## config.mk

```make
export PLATFORM = sky130hd
export DESIGN_NAME = tdc_transition_summer
export DESIGN_NICKNAME = d
export VERILOG_FILES = /design/src/rtl/tdc_sum_pkg.sv /design/src/rtl/tdc_edge_pos_sum.sv /design/src/rtl/tdc_window_ctrl.sv /design/src/rtl/tdc_sum_accum.sv /design/src/rtl/tdc_transition_summer.sv
export SDC_FILE = /design/constraint.sdc
export NUM_CORES = 1
export LEC_CHECK = 0
export CELL_PAD_IN_SITES_DETAIL_PLACEMENT = 1
export CELL_PAD_IN_SITES_GLOBAL_PLACEMENT = 1
export CORE_ASPECT_RATIO = 0.6
export CORE_UTILIZATION = 51
export CTS_CLUSTER_SIZE = 14
export DETAILED_ROUTE_END_ITERATION = 8
export GPL_TIMING_DRIVEN = 1
export PLACE_DENSITY = 0.92
export RECOVER_POWER = 25
export SETUP_SLACK_MARGIN = 0.2
export SYNTH_ARGS = -nofsm -noshare
export SYNTH_HDL_FRONTEND = slang
export SYNTH_SLANG_ARGS = --single-unit
```

## constraint.sdc

```tcl
create_clock -name clk -period 7.9 [get_ports clk]
set_input_delay 1.975 -clock clk [delete_from_list [all_inputs] [get_ports clk]]
set_output_delay 1.975 -clock clk [all_outputs]
set_load 0.01 [all_outputs]
```

## src/rtl/tdc_sum_pkg.sv

```systemverilog
package tdc_sum_pkg;

   // Largest per-vector total for a chain of the given tap count.
   function automatic int snap_max(input int taps);
      return (taps * (taps - 1)) / 2;
   endfunction

   // Bits needed to hold values 0..v.
   function automatic int bits_for(input int v);
      return (v < 1) ? 1 : $clog2(v + 1);
   endfunction

endpackage

```

## src/rtl/tdc_edge_pos_sum.sv

```systemverilog
module tdc_edge_pos_sum
   import tdc_sum_pkg::*;
#(
   parameter int TAPS  = 32,
   parameter int SUM_W = bits_for(snap_max(TAPS))
) (
   input  logic [TAPS-1:0]  taps_i,
   output logic [SUM_W-1:0] sum_o
);

   localparam int NEDGE = TAPS - 1;

   logic [NEDGE-1:0] edge_hit;

   // One XOR per neighbouring tap pair: both polarities are caught.
   for (genvar g = 0; g < NEDGE; g++) begin : g_edge
      assign edge_hit[g] = taps_i[g] ^ taps_i[g+1];
   end

   always_comb begin
      sum_o = '0;
      for (int i = 0; i < NEDGE; i++) begin
         if (edge_hit[i]) sum_o = sum_o + SUM_W'(i + 1);
      end
   end

endmodule

```

## src/rtl/tdc_window_ctrl.sv

```systemverilog
module tdc_window_ctrl #(
   parameter int NSNAP = 16,
   parameter int CNT_W = (NSNAP < 2) ? 1 : $clog2(NSNAP)
) (
   input  logic clk,
   input  logic rst_n,
   input  logic hit_i,
   output logic take_o,    // current tap vector belongs to a window
   output logic first_o,   // current vector opens the window
   output logic last_o,    // current vector closes the window
   output logic busy_o
);

   localparam logic [CNT_W-1:0] LAST_IDX = CNT_W'(NSNAP - 1);

   logic             busy_q;
   logic [CNT_W-1:0] idx_q;
   logic             accept;

   assign accept  = hit_i & ~busy_q;
   assign first_o = accept;
   assign take_o  = accept | busy_q;
   assign last_o  = busy_q & (idx_q == LAST_IDX);
   assign busy_o  = busy_q;

   always_ff @(posedge clk or negedge rst_n) begin
      if (!rst_n) begin
         busy_q <= 1'b0;
         idx_q  <= '0;
      end else if (accept) begin
         busy_q <= 1'b1;
         idx_q  <= CNT_W'(1);
      end else if (last_o) begin
         busy_q <= 1'b0;
         idx_q  <= '0;
      end else if (busy_q) begin
         idx_q  <= idx_q + CNT_W'(1);
      end
   end

endmodule

```

## src/rtl/tdc_sum_accum.sv

```systemverilog
module tdc_sum_accum #(
   parameter int SNAP_W = 9,
   parameter int ACC_W  = 13
) (
   input  logic              clk,
   input  logic              rst_n,
   input  logic              take_i,
   input  logic              first_i,
   input  logic              last_i,
   input  logic [SNAP_W-1:0] snap_sum_i,
   output logic [ACC_W-1:0]  sum_o,
   output logic              valid_o
);

   // Stage 1: register the per-vector total with its markers.
   logic              p_take, p_first, p_last;
   logic [SNAP_W-1:0] p_sum;

   always_ff @(posedge clk or negedge rst_n) begin
      if (!rst_n) begin
         p_take  <= 1'b0;
         p_first <= 1'b0;
         p_last  <= 1'b0;
         p_sum   <= '0;
      end else begin
         p_take  <= take_i;
         p_first <= first_i;
         p_last  <= last_i;
         p_sum   <= take_i ? snap_sum_i : '0;
      end
   end

   // Stage 2: running total, published on the closing vector.
   logic [ACC_W-1:0] acc_q, acc_nxt;

   always_comb begin
      acc_nxt = p_first ? ACC_W'(p_sum) : acc_q + ACC_W'(p_sum);
   end

   always_ff @(posedge clk or negedge rst_n) begin
      if (!rst_n) begin
         acc_q   <= '0;
         sum_o   <= '0;
         valid_o <= 1'b0;
      end else begin
         valid_o <= 1'b0;
         if (p_take) begin
            if (p_last) begin
               sum_o   <= acc_nxt;
               valid_o <= 1'b1;
               acc_q   <= '0;
            end else begin
               acc_q   <= acc_nxt;
            end
         end
      end
   end

endmodule

```

## src/rtl/tdc_transition_summer.sv

```systemverilog
module tdc_transition_summer
   import tdc_sum_pkg::*;
#(
   parameter int TAPS  = 32,
   parameter int NSNAP = 16
) (
   input  logic                                          clk,
   input  logic                                          rst_n,
   input  logic                                          hit_i,
   input  logic [TAPS-1:0]                               taps_i,
   output logic                                          busy_o,
   output logic                                          valid_o,
   output logic [bits_for(NSNAP*snap_max(TAPS))-1:0]     sum_o
);

   localparam int SNAP_W = bits_for(snap_max(TAPS));
   localparam int ACC_W  = bits_for(NSNAP * snap_max(TAPS));

   if (TAPS < 2) begin : g_bad_taps
      $error("tdc_transition_summer: TAPS must be at least 2");
   end
   if (NSNAP < 2) begin : g_bad_nsnap
      $error("tdc_transition_summer: NSNAP must be at least 2");
   end

   logic              take, first, last;
   logic [SNAP_W-1:0] snap_sum;

   tdc_window_ctrl #(.NSNAP(NSNAP)) u_ctrl (
      .clk     (clk),
      .rst_n   (rst_n),
      .hit_i   (hit_i),
      .take_o  (take),
      .first_o (first),
      .last_o  (last),
      .busy_o  (busy_o)
   );

   tdc_edge_pos_sum #(.TAPS(TAPS), .SUM_W(SNAP_W)) u_pos (
      .taps_i (taps_i),
      .sum_o  (snap_sum)
   );

   tdc_sum_accum #(.SNAP_W(SNAP_W), .ACC_W(ACC_W)) u_acc (
      .clk        (clk),
      .rst_n      (rst_n),
      .take_i     (take),
      .first_i    (first),
      .last_i     (last),
      .snap_sum_i (snap_sum),
      .sum_o      (sum_o),
      .valid_o    (valid_o)
   );

endmodule

```

==> run summary, run 1 <==
Dominant synthesized flop cell -> dfrtp_1
Last stage reached -> detailed placement
Adder-Cell Fraction of Synth Area -> 5.54%
Post-synth ARST share -> 100%
Synth Area in Compound Gates -> 24.6%
Netlist Area Pre-Place -> 9490 um2
Status -> stopped before the end
Xor/xnor share of the synthesized area -> 23.6%
I/O pins -> 50
FP Rows -> 38
Syn Inst Count -> 1224
First Err -> [ERROR DPL-0033] detailed placement checks failed during check placement.
Number of synthesized flops with an enable pin -> 0
Largest family of logic cells by synthesized area -> compound AO/OA/AOI/OAI gates
Synth Register Bits -> 44
Seq/Total Area, Yosys -> 11.6%
Yosys cell types -> 115
Post-DP HPWL -> 46.5 mm
Synth area leaders -> dfrtp_1 12%, xnor2_1 9.7%, xor2_1 5.2%, ha_1 5.0%, nor2_1 4.9%
Die W -> 178 um
Leading area contributor after synthesis -> dfrtp_1
Avg Inst Size Synth -> 7.75 um2
Yosys top cell area share -> 11.6%
Synth warn -> 0
Simple-gate share of the synthesized area -> 23.9%
Multiplexer share of the synthesized area -> 6.74%
Placer congestion estimate -> 0.952
Post-Syn Nets -> 1298
IO Port Bufs -> 49
Initial Utilization -> 52.4%
Die H -> 108 um
## metrics by stage
stage / cells / instance area [um2]
2_1_floorplan: 1224 / 9850
3_3_place_gp: 1868 / 13400
## cell families after synthesis
| family | after synthesis |
|---|---|
| buf+inv | 89 |
| flops | 44 |
| fa+ha+maj | 42 |
| compound gates | 332 |
| mux | 60 |
| xor+xnor | 201 |
| simple gates | 456 |
## synth_stat cells, types with 17 or more instances
master    count
nor2_1      125
nand2_1     122
xnor2_1     105
a21oi_1      68
o21ai_0      58
xor2_1       56
inv_1        50
dfrtp_1      44
mux2i_1      40
ha_1         38
nand3_1      38
nor3_1       35
clkbuf_1     20
o22ai_1      20
and2_1       18
nand2b_1     17
xnor3_1      17
==> inputs of run 2 (changes only) <==
==> config.mk (replaced) <==
export PLATFORM = sky130hd
export DESIGN_NAME = tdc_transition_summer
export DESIGN_NICKNAME = d
export VERILOG_FILES = /design/src/rtl/tdc_sum_pkg.sv /design/src/rtl/tdc_edge_pos_sum.sv /design/src/rtl/tdc_window_ctrl.sv /design/src/rtl/tdc_sum_accum.sv /design/src/rtl/tdc_transition_summer.sv
export SDC_FILE = /design/constraint.sdc
export NUM_CORES = 1
export LEC_CHECK = 0
export CORE_UTILIZATION = 40
export DETAILED_ROUTE_END_ITERATION = 8
export GPL_TIMING_DRIVEN = 1
export PLACE_DENSITY_LB_ADDON = 0.15
export RECOVER_POWER = 25
export SYNTH_ARGS = -nofsm -noshare
export SYNTH_HDL_FRONTEND = slang
export SYNTH_SLANG_ARGS = --single-unit
==> run summary, run 2 <==
Final Max Slew Viols -> 45
ANT nets after route -> 0
Most frequent cells in the layout -> 452 x buf_4, 117 x nor2_1, 114 x nand2_1, 82 x xnor2_1, 62 x a21oi_1
Clock slew at reported path FFs -> 0.06 ns
Largest net degree at the start of global routing -> 45
Skew final -> 0.00414 ns
FP Rows -> 55 (was 38)
Synth warn -> 0 (unchanged)
Post-DP HPWL -> 20.7 mm (was 46.5 mm)
Initial Utilization -> 41.4% (was 52.4%)
Setup slack after layout -> -4.67 ns
WS Path Type -> input pin to flop
Crit path DAT -> 12.73 ns
CTS tree -> done
Fin crit share -> 159%
Area post-placement -> 13500 um2
Synth area leaders -> dfrtp_1 12%, xnor2_1 9.7%, xor2_1 5.2%, ha_1 5.0%, nor2_1 4.9% (unchanged)
Final WL -> 26.7 mm
Fmax achieved -> 0.0796 GHz
Worst r2r src -> u_acc.acc_q[0]
Routed via count -> 10500
Post-route DRC -> 0
CTS Buf Count -> 5
Netlist Area Pre-Place -> 9490 um2 (unchanged)
Clk Latency, worst-skew pair -> 0.28 ns
Hold Crit Start -> u_acc.sum_o[1]
Synth Register Bits -> 44 (unchanged)
Critical path buffer and inverter count -> 6
Design Area, Final -> 14900 um2
Post-Syn Nets -> 1298 (unchanged)
First-pass GRT wire length -> 45.5 mm
Crit path max-delay family -> adder cells
Yosys top cell area share -> 11.6% (unchanged)
FF-to-FF setup slack -> 4.92 ns
Avg Inst Size Synth -> 7.75 um2 (unchanged)
Element type at the critical path start -> input pin
Finish-stage setup viols -> 8
Number of global-route vias before repair -> 10100
Commonest cells post-synth -> 125 x nor2_1, 122 x nand2_1, 105 x xnor2_1, 68 x a21oi_1, 58 x o21ai_0 (unchanged)
WHS Endpoint -> u_acc.sum_o[1]
Drt pass-1 iters -> 5
Reg2reg path depth -> 15
Status -> finished, violations left (was stopped before the end)
TritonCTS Sinks -> 44
Yosys cell types -> 115 (unchanged)
Dominant synthesized flop cell -> dfrtp_1 (unchanged)
Top Registers -> u_acc.acc_q (13), u_acc.sum_o (13), u_acc.p_sum (9)
Initial antenna violation count -> 0
Share of cells above drive strength 1 -> 40.2%
Die W -> 156 um (was 178 um)
Tmin final -> 12.57 ns
Placer congestion estimate -> 0.884 (was 0.952)
Fin nets -> 1784
Die area -> 24300 um2
Reg2reg end -> u_acc.acc_q[12]
Max stage delay on crit path -> 0.41 ns
Number of synthesized flops with an enable pin -> 0 (unchanged)
Peak fanout along the critical path -> 4
Number of max-cap violations -> 1
Slew headroom -> -49.7%
Crit end category -> flop
Post-synth ARST share -> 100% (unchanged)
Type of the worst min-delay path -> flop to flop
CP max-delay cell -> xor3_1
Routed wire length per instance -> 13.2 um
IO Port Bufs -> 49 (unchanged)
Seq/Total Area, Yosys -> 11.6% (unchanged)
Clock root buffer -> clkbuf_16
Area Overhead vs Synth -> 57.2%
CTS max path bufs -> 2
Leading area contributor after synthesis -> dfrtp_1 (unchanged)
Htree depth -> 2
DR vias/cell -> 5.19
Failing checks -> max-capacitance violations, max-slew violations, negative setup slack
Unrepaired setup endpoints after global routing -> yes
Top-count cell post-synth -> nor2_1 (unchanged)
Most frequent CP cell -> ha_4
# diodes -> 0
Core box area -> 22900 um2
Syn Inst Count -> 1224 (unchanged)
Most common cell after layout, fill and taps aside -> buf_4
DRT iter0 DRCs -> 529
I/O pins -> 50 (unchanged)
Final hold vios -> 0
Die H -> 156 um (was 108 um)
Total grt overflow -> 0
Global Route Usage Sum -> 21.8%
Hold buffer count at CTS -> 0
Placement Setup Slack -> -5.84 ns
Hold Path Stages -> 2
Worst Path Required -> 8.07 ns
Slew @ Worst Pin -> 2.25 ns
-- run 2: cell counts after synthesis --
No cell type changed its count.
-- run 2: metrics by stage --
step | instances | hold slack [ns] | TNS [ns] | util (%)
after floorplan | 1224 | 0.456 | -33.80 | -
after global placement | 1949 | 0.463 | -38.84 | 59.1
after detailed placement | 1949 | 0.469 | -40.42 | 59.1
after CTS | 2017 | 0.481 | -31.39 | 63.0
after global routing | 2024 | 0.504 | -35.48 | 65.1
final | 2024 | 0.477 | -31.32 | 65.1
-- run 2: cell type report --
| class | count | area (um2) |
|---|---|---|
| inverter | 53 | 201 |
| clock buffer | 6 | 129 |
| multi-input combinational | 1091 | 9010 |
| fill | 1944 | 8000 |
| timing repair buffer | 515 | 4050 |
| clock inverter | 2 | 35.0 |
| sequential | 44 | 1100 |
| tap | 313 | 392 |
-- run 2: timing repair --
item	CTS	global route
setup buffers	64	9
gates resized for setup	83	71
setup endpoints to repair	8	8
pin swaps	57	42
hold endpoints to repair	0	0
-- run 2: kinds of logic after synthesis --
family | after synthesis | share of synthesized area (%)
flops | 44 | 11.6
compound gates | 332 | 24.6
simple gates | 456 | 23.9
xor+xnor | 201 | 23.6
mux | 60 | 6.74
buf+inv | 89 | 4.01
fa+ha+maj | 42 | 5.54
-- run 2: worst max-delay path by stage --
stage | end | cells after the start | start
6_report | u_acc.p_sum[8] | 61 | taps_i[2]
5_1_grt | u_acc.p_sum[8] | 66 | taps_i[2]
4_1_cts | u_acc.p_sum[8] | 60 | taps_i[2]
3_5_place_dp | u_acc.p_sum[8] | 61 | taps_i[2]
3_3_place_gp | u_acc.p_sum[8] | 60 | taps_i[2]
2_1_floorplan | u_acc.p_sum[8] | 61 | taps_i[3]
-- run 2: worst min-delay path: stages, from the launching register on --
cell and delay, ns:
dfrtp_1 0.34, nand2_1 0.05, o21ai_0 0.06
-- run 2: layer usage --
metal / share of wire, % / wire length (um) / GRT usage, %
met1: 45 / 12100 / 27.5
met2: 51 / 13700 / 40.8
met3: 2.3 / 611 / 1.33
met4: 1.1 / 289 / 3.87
met5: 0 / 0 / 0
Power of run 2 is left out: the tool's default activity adds up to more than one toggle a clock period on the data nets, which glitch-free logic cannot reach.
